`src/rtl/link_pkg.sv`:
```
package link_pkg;

  // Bit positions in the status word read by the processor
  localparam int ST_IRQ_RX  = 0;
  localparam int ST_IRQ_TX  = 1;
  localparam int ST_IRQ_ERR = 2;
  localparam int ST_RX_BUSY = 3;
  localparam int ST_RX_FULL = 4;
  localparam int ST_TX_RDY  = 5;
  localparam int ST_ERR     = 6;
  localparam int ST_TX_BUSY = 7;

  typedef enum logic [1:0] {
    TX_IDLE  = 2'd0,
    TX_ARM   = 2'd1,
    TX_SHIFT = 2'd2
  } tx_state_e;

endpackage

```
`src/rtl/link_prescaler.sv`:
```
module link_prescaler #(
  parameter int DIV_W = 3,
  parameter int CNT_W = 6
) (
  input  logic             clk,
  input  logic             rst_n,
  input  logic             restart,
  input  logic [DIV_W-1:0] code,
  output logic             tick
);

  logic [CNT_W-1:0] cnt_q, cnt_d, mask;
  logic             halt;

  assign halt = (code == {DIV_W{1'b1}});

  always_comb begin
    for (int i = 0; i < CNT_W; i++) begin
      mask[i] = (i < int'(code));
    end
  end

  assign tick = !halt && ((cnt_q & mask) == mask);

  always_comb begin
    cnt_d = cnt_q;
    if (restart)    cnt_d = '0;
    else if (!halt) cnt_d = cnt_q + CNT_W'(1);
  end

  always_ff @(posedge clk or negedge rst_n) begin
    if (!rst_n) cnt_q <= '0;
    else        cnt_q <= cnt_d;
  end

endmodule

```
`src/rtl/link_tx.sv`:
```
module link_tx import link_pkg::*; #(
  parameter int DATA_W = 8,
  parameter int GAP_W  = 5
) (
  input  logic              clk,
  input  logic              rst_n,
  input  logic              tick,
  input  logic [GAP_W-1:0]  gap,
  input  logic              load,
  input  logic [DATA_W-1:0] din,
  output logic              line,
  output logic              busy,
  output logic              done
);

  localparam int LAST  = DATA_W + 1;
  localparam int BIT_W = $clog2(DATA_W + 2);

  tx_state_e         st_q, st_d;
  logic [GAP_W-1:0]  tcnt_q, tcnt_d;
  logic [BIT_W-1:0]  bit_q, bit_d;
  logic [DATA_W-1:0] shr_q, shr_d;
  logic              line_q, line_d;

  always_comb begin
    st_d   = st_q;
    tcnt_d = tcnt_q;
    bit_d  = bit_q;
    shr_d  = shr_q;
    line_d = line_q;
    done   = 1'b0;
    case (st_q)
      TX_IDLE: begin
        if (load) begin
          shr_d = din;
          st_d  = TX_ARM;
        end
      end
      TX_ARM: begin
        if (tick) begin
          line_d = 1'b0;
          tcnt_d = '0;
          bit_d  = '0;
          st_d   = TX_SHIFT;
        end
      end
      TX_SHIFT: begin
        if (tick) begin
          if (tcnt_q == gap) begin
            tcnt_d = '0;
            if (bit_q == BIT_W'(LAST)) begin
              st_d = TX_IDLE;
              done = 1'b1;
            end else begin
              bit_d = bit_q + BIT_W'(1);
              if (bit_q == BIT_W'(DATA_W)) begin
                line_d = 1'b1;
              end else begin
                line_d = shr_q[0];
                shr_d  = shr_q >> 1;
              end
            end
          end else begin
            tcnt_d = tcnt_q + GAP_W'(1);
          end
        end
      end
      default: st_d = TX_IDLE;
    endcase
  end

  always_ff @(posedge clk or negedge rst_n) begin
    if (!rst_n) begin
      st_q   <= TX_IDLE;
      tcnt_q <= '0;
      bit_q  <= '0;
      shr_q  <= '0;
      line_q <= 1'b1;
    end else begin
      st_q   <= st_d;
      tcnt_q <= tcnt_d;
      bit_q  <= bit_d;
      shr_q  <= shr_d;
      line_q <= line_d;
    end
  end

  assign line = line_q;
  assign busy = (st_q != TX_IDLE);

endmodule

```
`src/rtl/link_rx.sv`:
```
module link_rx #(
  parameter int DATA_W      = 8,
  parameter int GAP_W       = 5,
  parameter int STALL_TICKS = 255
) (
  input  logic              clk,
  input  logic              rst_n,
  input  logic              tick,
  input  logic [GAP_W-1:0]  gap,
  input  logic              line_in,
  output logic              busy,
  output logic              start,
  output logic              done,
  output logic              err,
  output logic [DATA_W-1:0] data
);

  localparam int BIT_W   = $clog2(DATA_W + 2);
  localparam int STALL_W = $clog2(STALL_TICKS + 1);

  logic              sync1_q, ln_q;
  logic              last_q, last_d;
  logic              busy_q, busy_d;
  logic [GAP_W-1:0]  tcnt_q, tcnt_d;
  logic [BIT_W-1:0]  bit_q, bit_d;
  logic [STALL_W-1:0] stall_q, stall_d;
  logic [DATA_W-1:0] shr_q, shr_d, data_q, data_d;
  logic              chg;

  assign chg   = (ln_q != last_q);
  assign start = tick && !busy_q && !ln_q && last_q;

  always_comb begin
    last_d  = tick ? ln_q : last_q;
    busy_d  = busy_q;
    tcnt_d  = tcnt_q;
    bit_d   = bit_q;
    stall_d = stall_q;
    shr_d   = shr_q;
    data_d  = data_q;
    done    = 1'b0;
    err     = 1'b0;
    if (start) begin
      busy_d  = 1'b1;
      tcnt_d  = '0;
      bit_d   = '0;
      stall_d = '0;
    end else if (tick && busy_q) begin
      stall_d = chg ? '0 : stall_q + STALL_W'(1);
      if (!chg && (stall_q == STALL_W'(STALL_TICKS - 1))) begin
        err    = 1'b1;
        busy_d = 1'b0;
      end else if (tcnt_q == gap) begin
        tcnt_d = '0;
        bit_d  = bit_q + BIT_W'(1);
        if (bit_q == BIT_W'(DATA_W)) begin
          busy_d = 1'b0;
          if (ln_q) begin
            done   = 1'b1;
            data_d = shr_q;
          end else begin
            err = 1'b1;
          end
        end else begin
          shr_d = {ln_q, shr_q[DATA_W-1:1]};
        end
      end else begin
        tcnt_d = tcnt_q + GAP_W'(1);
      end
    end
  end

  always_ff @(posedge clk or negedge rst_n) begin
    if (!rst_n) begin
      sync1_q <= 1'b1;
      ln_q    <= 1'b1;
      last_q  <= 1'b1;
      busy_q  <= 1'b0;
      tcnt_q  <= '0;
      bit_q   <= '0;
      stall_q <= '0;
      shr_q   <= '0;
      data_q  <= '0;
    end else begin
      sync1_q <= line_in;
      ln_q    <= sync1_q;
      last_q  <= last_d;
      busy_q  <= busy_d;
      tcnt_q  <= tcnt_d;
      bit_q   <= bit_d;
      stall_q <= stall_d;
      shr_q   <= shr_d;
      data_q  <= data_d;
    end
  end

  assign busy = busy_q;
  assign data = data_q;

endmodule

```
`src/rtl/link_flags.sv`:
```
module link_flags (
  input  logic clk,
  input  logic rst_n,
  input  logic rx_done,
  input  logic rx_err,
  input  logic rx_start,
  input  logic tx_done,
  input  logic stat_re,
  input  logic rx_re,
  output logic irq_rx,
  output logic irq_tx,
  output logic irq_err,
  output logic full,
  output logic err
);

  logic irq_rx_d, irq_tx_d, irq_err_d, full_d, err_d;

  always_comb begin
    irq_rx_d  = rx_done | (irq_rx  & ~stat_re);
    irq_tx_d  = tx_done | (irq_tx  & ~stat_re);
    irq_err_d = rx_err  | (irq_err & ~stat_re);
    full_d    = rx_done | (full    & ~rx_re);
    err_d     = rx_err  | (err     & ~rx_start);
  end

  always_ff @(posedge clk or negedge rst_n) begin
    if (!rst_n) begin
      irq_rx  <= 1'b0;
      irq_tx  <= 1'b0;
      irq_err <= 1'b0;
      full    <= 1'b0;
      err     <= 1'b0;
    end else begin
      irq_rx  <= irq_rx_d;
      irq_tx  <= irq_tx_d;
      irq_err <= irq_err_d;
      full    <= full_d;
      err     <= err_d;
    end
  end

endmodule

```
`src/rtl/link_assist.sv`:
```
module link_assist import link_pkg::*; #(
  parameter int DIV_W       = 3,
  parameter int GAP_W       = 5,
  parameter int DATA_W      = 8,
  parameter int STALL_TICKS = 255
) (
  input  logic                   clk,
  input  logic                   rst_n,
  input  logic                   ctrl_we,
  input  logic [DIV_W+GAP_W-1:0] ctrl_wdata,
  input  logic                   stat_re,
  output logic [7:0]             stat_rdata,
  input  logic                   tx_we,
  input  logic [DATA_W-1:0]      tx_wdata,
  input  logic                   rx_re,
  output logic [DATA_W-1:0]      rx_rdata,
  input  logic                   line_in,
  output logic                   line_out,
  output logic                   irq
);

  localparam int CNT_W = (1 << DIV_W) - 2;

  logic [1:0]       rs_q;
  logic             rst_s;
  logic [DIV_W-1:0] code_q, code_d;
  logic [GAP_W-1:0] gap_q, gap_d;
  logic             tick, tx_busy, tx_done;
  logic             rx_busy, rx_start, rx_done, rx_err;
  logic             irq_rx, irq_tx, irq_err, rx_full, err_flag;

  always_ff @(posedge clk or negedge rst_n) begin
    if (!rst_n) rs_q <= 2'b00;
    else        rs_q <= {rs_q[0], 1'b1};
  end
  assign rst_s = rs_q[1];

  always_comb begin
    code_d = code_q;
    gap_d  = gap_q;
    if (ctrl_we) begin
      code_d = ctrl_wdata[DIV_W+GAP_W-1:GAP_W];
      gap_d  = ctrl_wdata[GAP_W-1:0];
    end
  end

  always_ff @(posedge clk or negedge rst_s) begin
    if (!rst_s) begin
      code_q <= '0;
      gap_q  <= '0;
    end else begin
      code_q <= code_d;
      gap_q  <= gap_d;
    end
  end

  link_prescaler #(.DIV_W(DIV_W), .CNT_W(CNT_W)) u_pre (
    .clk(clk), .rst_n(rst_s), .restart(ctrl_we), .code(code_q), .tick(tick)
  );

  link_tx #(.DATA_W(DATA_W), .GAP_W(GAP_W)) u_tx (
    .clk(clk), .rst_n(rst_s), .tick(tick), .gap(gap_q), .load(tx_we),
    .din(tx_wdata), .line(line_out), .busy(tx_busy), .done(tx_done)
  );

  link_rx #(.DATA_W(DATA_W), .GAP_W(GAP_W), .STALL_TICKS(STALL_TICKS)) u_rx (
    .clk(clk), .rst_n(rst_s), .tick(tick), .gap(gap_q), .line_in(line_in),
    .busy(rx_busy), .start(rx_start), .done(rx_done), .err(rx_err),
    .data(rx_rdata)
  );

  link_flags u_flags (
    .clk(clk), .rst_n(rst_s), .rx_done(rx_done), .rx_err(rx_err),
    .rx_start(rx_start), .tx_done(tx_done), .stat_re(stat_re), .rx_re(rx_re),
    .irq_rx(irq_rx), .irq_tx(irq_tx), .irq_err(irq_err), .full(rx_full),
    .err(err_flag)
  );

  always_comb begin
    stat_rdata             = '0;
    stat_rdata[ST_IRQ_RX]  = irq_rx;
    stat_rdata[ST_IRQ_TX]  = irq_tx;
    stat_rdata[ST_IRQ_ERR] = irq_err;
    stat_rdata[ST_RX_BUSY] = rx_busy;
    stat_rdata[ST_RX_FULL] = rx_full;
    stat_rdata[ST_TX_RDY]  = !tx_busy;
    stat_rdata[ST_ERR]     = err_flag;
    stat_rdata[ST_TX_BUSY] = tx_busy;
  end

  assign irq = irq_rx | irq_tx | irq_err;

endmodule

```
`config.mk`:
```
export PLATFORM = sky130hd
export DESIGN_NAME = link_assist
export DESIGN_NICKNAME = d
export VERILOG_FILES = /design/src/rtl/link_pkg.sv /design/src/rtl/link_prescaler.sv /design/src/rtl/link_tx.sv /design/src/rtl/link_rx.sv /design/src/rtl/link_flags.sv /design/src/rtl/link_assist.sv
export SDC_FILE = /design/constraint.sdc
export NUM_CORES = 1
export LEC_CHECK = 0
export BUFFER_PORTS_ARGS = -buffer_cell sky130_fd_sc_hd__clkbuf_2
export CORE_ASPECT_RATIO = 1.1
export CORE_MARGIN = 3
export CORE_UTILIZATION = 54
export CTS_CLUSTER_SIZE = 20
export DETAILED_ROUTE_END_ITERATION = 6
export PLACE_DENSITY_LB_ADDON = 0.15
export SYNTH_ARGS = -nofsm -noshare
export SYNTH_HDL_FRONTEND = slang
export SYNTH_SLANG_ARGS = --single-unit
```
`constraint.sdc`:
```
create_clock -name clk -period 4.3 [get_ports clk]
set_input_delay 0.215 -clock clk [delete_from_list [all_inputs] [get_ports clk]]
set_output_delay 0.215 -clock clk [all_outputs]
set_load 0.05 [all_outputs]
```
After elaboration in Yosys (flattened, before gate mapping)
Index checks and enable logic that the tools add are counted.

cells by class
  $add $sub $neg = 6
  magnitude comparators = 6
  eq/ne operators = 20
  mux-type cells = 61
  bitwise operators = 18
  reduce and logical (&&, ||, !) cells = 28

operators with widths
  cell                                                                     count
  8-bit 2-to-1 mux                                                         8
  5-bit 2-to-1 mux                                                         7
  4-bit 2-to-1 mux                                                         8
  1-bit 2-to-1 mux                                                         26
  8-bit one-hot mux with 2 select lines                                    1
  5-bit AND reduction                                                      3
  4-bit == test, second input constant                                     3
  6-bit 2-to-1 mux                                                         2
  6-bit AND reduction                                                      2
  5-bit by 1-bit adder with 5-bit output, second input constant            2
  5-bit == test                                                            2
  2-bit 2-to-1 mux                                                         5
  2-bit by 1-bit inequality test with 1-bit output, second input constant  5
  5-bit one-hot mux with 2 select lines                                    1
  2-bit nonzero test                                                       5
  3-bit AND reduction                                                      3
  4-bit by 1-bit adder with 4-bit output, second input constant            2
  8-bit by 1-bit adder with 8-bit output, second input constant            1
  8-bit == test, second input constant                                     1
  2-bit inequality test, second input constant                             4
  4-bit one-hot mux with 2 select lines                                    1
  1-bit bitwise OR                                                         7
  6-bit by 1-bit adder with 6-bit output, second input constant            1
  6-bit bitwise AND                                                        1
  other kinds (17)                                                         38

storage, ports and cells
  bits in registers = 78
  input bits = 23
  output and inout bits = 18
  logic and storage cells = 162

Longest topological paths before layout
  depth in word-level cells = 10
  mapped depth = 8

Hierarchy
Synthesis repeated with hierarchy kept, for this count alone.

second synthesis, totals
  cells, all modules = 387
  area total of the unflattened synthesis = 4081.4 µm²

by module, submodules not included
  module          instances  cells an instance  area each (µm²)  seq. area each (µm²)
  link_rx         1          161                1834.3           929.6
  link_tx         1          146                1271.2           501.7
  link_assist     1          29                 447.9            250.2
  link_prescaler  1          38                 354.1            150.1
  link_flags      1          13                 173.9            125.1

Worst setup path before layout
No wires, ideal clock.

  path kind = register -> register
  start point = register u_rx.stall_q[0]
  end point = register u_rx.data_q[0], in the netlist u_rx.data[0]
  arrival time = 1.788 ns
  data required time = 4.172 ns
  path slack = 2.384 ns
  cell stages (with the launch flop) = 9
  clock period less this slack = 1.916 ns
  cells stage by stage = dfrtp_1 inv_1 ha_1 nand4_1 o31ai_4 nor3_4 and4_1 buf_4 mux2_1

between the ends
  cells in the longest elaborated chain, start to end = 4

RTL lines
  item                           RTL line       text
  start, declared                link_rx.sv:26  logic [STALL_W-1:0] stall_q, stall_d;
  start signal, assigned         link_rx.sv:91  stall_q <= stall_d;
  8-bit == test                  link_rx.sv:50  if (!chg && (stall_q == STALL_W'(STALL_TICKS - 1))) begin
  1-bit logical AND              link_rx.sv:50
  1-bit NOT (no line)            --
  6-bit AND reduction (no line)  --
  end signal, assigned           link_rx.sv:93  data_q <= data_d;
  end, declared                  link_rx.sv:27  logic [DATA_W-1:0] shr_q, shr_d, data_q, data_d;

Every way passes these cells.
A chain may end at the register's enable or synchronous reset.

Final worst setup path
  start point = register code_q[1]
  end point = register u_rx.data_q[3], in the netlist u_rx.data[3]

between the ends
  cells in the longest elaborated chain, start to end = 9
  elaborated cells between the ends (all ways) = 17

RTL lines
  item                                                                           RTL line              text
  start, declared                                                                link_assist.sv:26     logic [DIV_W-1:0] code_q, code_d;
  start signal, assigned                                                         link_assist.sv:52     code_q <= code_d;
  1-bit by 3-bit less-than comparator with 1-bit output (tied with other cells)  link_prescaler.sv:19  mask[i] = (i < int'(code));
  6-bit bitwise AND                                                              link_prescaler.sv:23  assign tick = !halt && ((cnt_q & mask) == mask);
  6-bit == test                                                                  link_prescaler.sv:23
  1-bit logical AND *                                                            link_prescaler.sv:23
  1-bit logical AND (3 in a row)                                                 link_rx.sv:31         assign start = tick && !busy_q && !ln_q && last_q;
  1-bit NOT (no line)                                                            --
  6-bit AND reduction (no line) *                                                --

Every way passes the cells marked *; elsewhere a longest branch is shown, timed or not.

==> impl_metrics.json <==
{
  "cpMaxStageDelayCell": "sky130_fd_sc_hd__and4_1",
  "layout.filler_cells": 569,
  "ff2ff_setup_slack_ns": 1.86,
  "final.setup.tns_ns": 0,
  "avgSynthCellArea_um2": 10.7,
  "final_layout_size_suffix_gt1_frac": 0.212,
  "yosysWarnings": 0,
  "worst_path_buffer_plus_inverter_count": 1,
  "drt_wl_total_mm": 7.74,
  "drtIter0Drc": 147,
  "layout.cells.most_common_list": "sky130_fd_sc_hd__dfrtp_1 (73), sky130_fd_sc_hd__clkbuf_2 (40), sky130_fd_sc_hd__mux2_1 (23), sky130_fd_sc_hd__inv_1 (20), sky130_fd_sc_hd__a21oi_1 (20)",
  "setup-violations-final": 0,
  "synthesized_instance_count": 378,
  "source_of_the_worst_register_to_register_timing_path": "code_q[1]",
  "grt_setup_unrepaired": "false",
  "start_kind": "register",
  "io_pins": 41,
  "multi_input_area_mm2": 0.00189,
  "drt_pass1_iterations": 5,
  "port_buffers": 40,
  "vias": 2928,
  "overall_die_width_um": 88.6,
  "synth-edff-count": 0,
  "worstMarginPinSlew_ns": 0.956,
  "final_nets": 443,
  "setup_slack_ns": 1.86,
  "synth.yosys.seq_area_share": 0.483,
  "numPlacedInstances": 482,
  "tritoncts_num_sinks": 78,
  "fmax_mhz": 410,
  "die_outline_height_um": 96.8,
  "cell_leakage_power_uw": 0.00207,
  "worstPathArrival_ns": 2.69,
  "maxCapViolations": 0,
  "postSynthRegisterBits": 78,
  "initial_antenna_violation_count": 0,
  "worstSkewPairLatency_ns": 0.36,
  "dp_worst_setup_slack_ns": 1.86,
  "drt-wirelength-per-cell_um": 15.5,
  "worst_ir_drop_on_vdd_uv": 333,
  "final.setup_skew_ns": 0.0102,
  "cts_tree": "done",
  "clock_tree.buffer_depth": 2,
  "detailed_place_hpwl_mm": 5.36,
  "hold_end": "u_flags.irq_err",
  "first_global_vias": 2948,
  "worst_slew_margin_rel": 0.363,
  "slowest_delay_ns": 0.52,
  "gp_congestion": 0.802,
  "seqCellArea_mm2": 0.00196,
  "track_usage": 0.197,
  "mostFrequentLayoutCell": "sky130_fd_sc_hd__dfrtp_1",
  "fin_cells": 500,
  "powerDensity_mw_per_mm2": 489,
  "timing_hold_violations_final": 0,
  "post-route-drc-count": 0,
  "floorplan.initialDensity": 0.565,
  "gate_family_responsible_for_the_most_delay_along_the_worst_path": "simple AND/OR/NAND/NOR gates",
  "grt_pass1_wl_mm": 13.5,
  "core_region_area_mm2": 0.00717,
  "clockRootBuffer": "sky130_fd_sc_hd__clkbuf_8",
  "cts-buffers-inserted": 9,
  "drv_slew": 0,
  "synth-async-reset-ratio": 1.00,
  "cp_endpoint_kind": "register",
  "antenna_left": 0,
  "die_area_mm2": 0.00858,
  "synthesis.area_mm2": 0.00405,
  "path_clk_slew_ns": 0.09,
  "rr_endpoint": "u_rx.data[3]",
  "min-delay-start": "stat_re",
  "std_cell_rows": 32,
  "critical_path_class": "reg -> reg",
  "overflow": 0,
  "insertedDiodeCount": 0,
  "postSynth.topFlopCell": "sky130_fd_sc_hd__dfrtp_1",
  "post_synth_num_cell_types": 61,
  "number_of_h_tree_levels": 3,
  "worst_path_required_ns": 4.55,
  "postSynthNetCount": 411,
  "timing.final.crit_share": 0.567,
  "area_growth_syn_to_layout_pct": 10.8,
  "via_per_inst": 5.86,
  "grt_start_max_net_pins": 77,
  "cp_max_fo": 29,
  "run_status": "completed",
  "holdPathStages": 2,
  "period_needed_ns": 2.44,
  "cts_repair_resize_count": 0,
  "ff2ff_path_depth": 6,
  "timing.critical_path.cells": "or2_1, a31oi_1, o21a_1, buf_4, and4_1, mux2_1",
  "worst_hold_path_type": "in -> reg"
}
==> stage by stage <==
step           total power, uW  hold slack (ns)   util  instance area (um^2)
3_5_place_dp              1620          0.00234  0.594                  4260
2_1_floorplan             1490          -0.0806      -                  4050
6_report                  2190           0.0569  0.626                  4490
3_3_place_gp              1600          0.00175  0.594                  4260
5_1_grt                   2350           0.0477  0.626                  4490
4_1_cts                   2210           0.0453  0.626                  4490
==> worst reg2reg max path, delay by kind of cell, from the launching register on <==
kind	cells	cell delay (ns)
flip-flops	1	0.43
AO/OA/AOI/OAI	2	0.46
AND/OR/NAND/NOR	2	0.77
multiplexers	1	0.37
buffers and inverters	1	0.30
==> registers in the layout (all words and copies together) (netlist names), 2 cells and up <==
register	count
code_q	3
u_rx.bit_q	4
u_tx.st_q	2
u_rx.stall_q	8
u_rx.shr_q	8
rs_q	2
u_tx.shr_q	8
u_rx.data	8
u_tx.tcnt_q	5
gap_q	5
u_pre.cnt_q	6
u_tx.bit_q	4
u_rx.tcnt_q	5
==> report_power, final <==
group,internal (uW),switching (uW)
Sequential,871,156
Clock,283,304
Combinational,243,334
Total,1400,795
==> cells in the mapped netlist (4+ instances only) <==
| cell type | number | area, um^2 |
|---|---|---|
| sky130_fd_sc_hd__dfrtp_1 | 74 | 1850 |
| sky130_fd_sc_hd__mux2_1 | 23 | 259 |
| sky130_fd_sc_hd__a21oi_1 | 20 | 100 |
| sky130_fd_sc_hd__inv_1 | 20 | 75.1 |
| sky130_fd_sc_hd__nand3_1 | 17 | 85.1 |
| sky130_fd_sc_hd__mux2_2 | 16 | 180 |
| sky130_fd_sc_hd__nor2_1 | 16 | 60.1 |
| sky130_fd_sc_hd__nand2_1 | 13 | 48.8 |
| sky130_fd_sc_hd__o21ai_0 | 13 | 65.1 |
| sky130_fd_sc_hd__o21ai_1 | 12 | 60.1 |
| sky130_fd_sc_hd__buf_4 | 10 | 75.1 |
| sky130_fd_sc_hd__clkbuf_1 | 10 | 37.5 |
| sky130_fd_sc_hd__ha_1 | 10 | 125 |
| sky130_fd_sc_hd__a31oi_1 | 9 | 56.3 |
| sky130_fd_sc_hd__nand4_1 | 8 | 50.1 |
| sky130_fd_sc_hd__xor2_1 | 8 | 70.1 |
| sky130_fd_sc_hd__xnor2_1 | 7 | 61.3 |
| sky130_fd_sc_hd__nor2b_1 | 5 | 31.3 |
| sky130_fd_sc_hd__o211ai_1 | 5 | 37.5 |
| sky130_fd_sc_hd__a21o_1 | 4 | 30.0 |
| sky130_fd_sc_hd__and2_1 | 4 | 25.0 |
| sky130_fd_sc_hd__and3_1 | 4 | 25.0 |
| sky130_fd_sc_hd__dfstp_2 | 4 | 105 |
| sky130_fd_sc_hd__nand2b_1 | 4 | 25.0 |
| sky130_fd_sc_hd__nor3_1 | 4 | 20.0 |
==> metal layers <==
metal | global-route usage | vias up | part of all wire
met2 | 0.303 | 40 | 0.47
met4 | 0.0733 | 0 | 0.016
met5 | 0 | - | 0
met1 | 0.268 | 1436 | 0.48
li1 | - | 1440 | -
met3 | 0.0468 | 12 | 0.031
==> cell families after synthesis <==
| family | synth area share |
|---|---|
| buffers and inverters | 0.0510 |
| adder cells (fa/ha/maj) | 0.0309 |
| flip-flops | 0.483 |
| XOR/XNOR | 0.0365 |
| other | 0.000926 |
| multiplexers | 0.116 |
| AO/OA/AOI/OAI | 0.147 |
| AND/OR/NAND/NOR | 0.135 |
==> how the worst max path moves through the flow <==
| stage | from | end | slack (ns) | cells after the start |
|---|---|---|---|---|
| 2_1_floorplan | rs_q[1] | code_q[0] | 1.97 | 0 |
| 3_3_place_gp | code_q[2] | u_rx.data[3] | 1.91 | 6 |
| 3_5_place_dp | code_q[2] | u_rx.data[3] | 1.86 | 6 |
| 4_1_cts | code_q[1] | u_rx.data[3] | 1.85 | 6 |
| 5_1_grt | code_q[1] | u_rx.data[3] | 1.71 | 6 |
| 6_report | code_q[1] | u_rx.data[3] | 1.86 | 6 |
==> repair_timing <==
action | in CTS | in global routing
endpoints found under the hold margin | 3 | 0
setup buffers | 0 | 0
hold buffers | 2 | 0
==> layout make-up <==
type	instances	area share
multi-input combinational	256	0.421
sequential	78	0.437
clock inverter	7	0.0198
timing repair buffer	45	0.0541
tap	85	0.0237
clock buffer	9	0.0276
inverter	20	0.0167
Power figures use the tool's default switching activity.
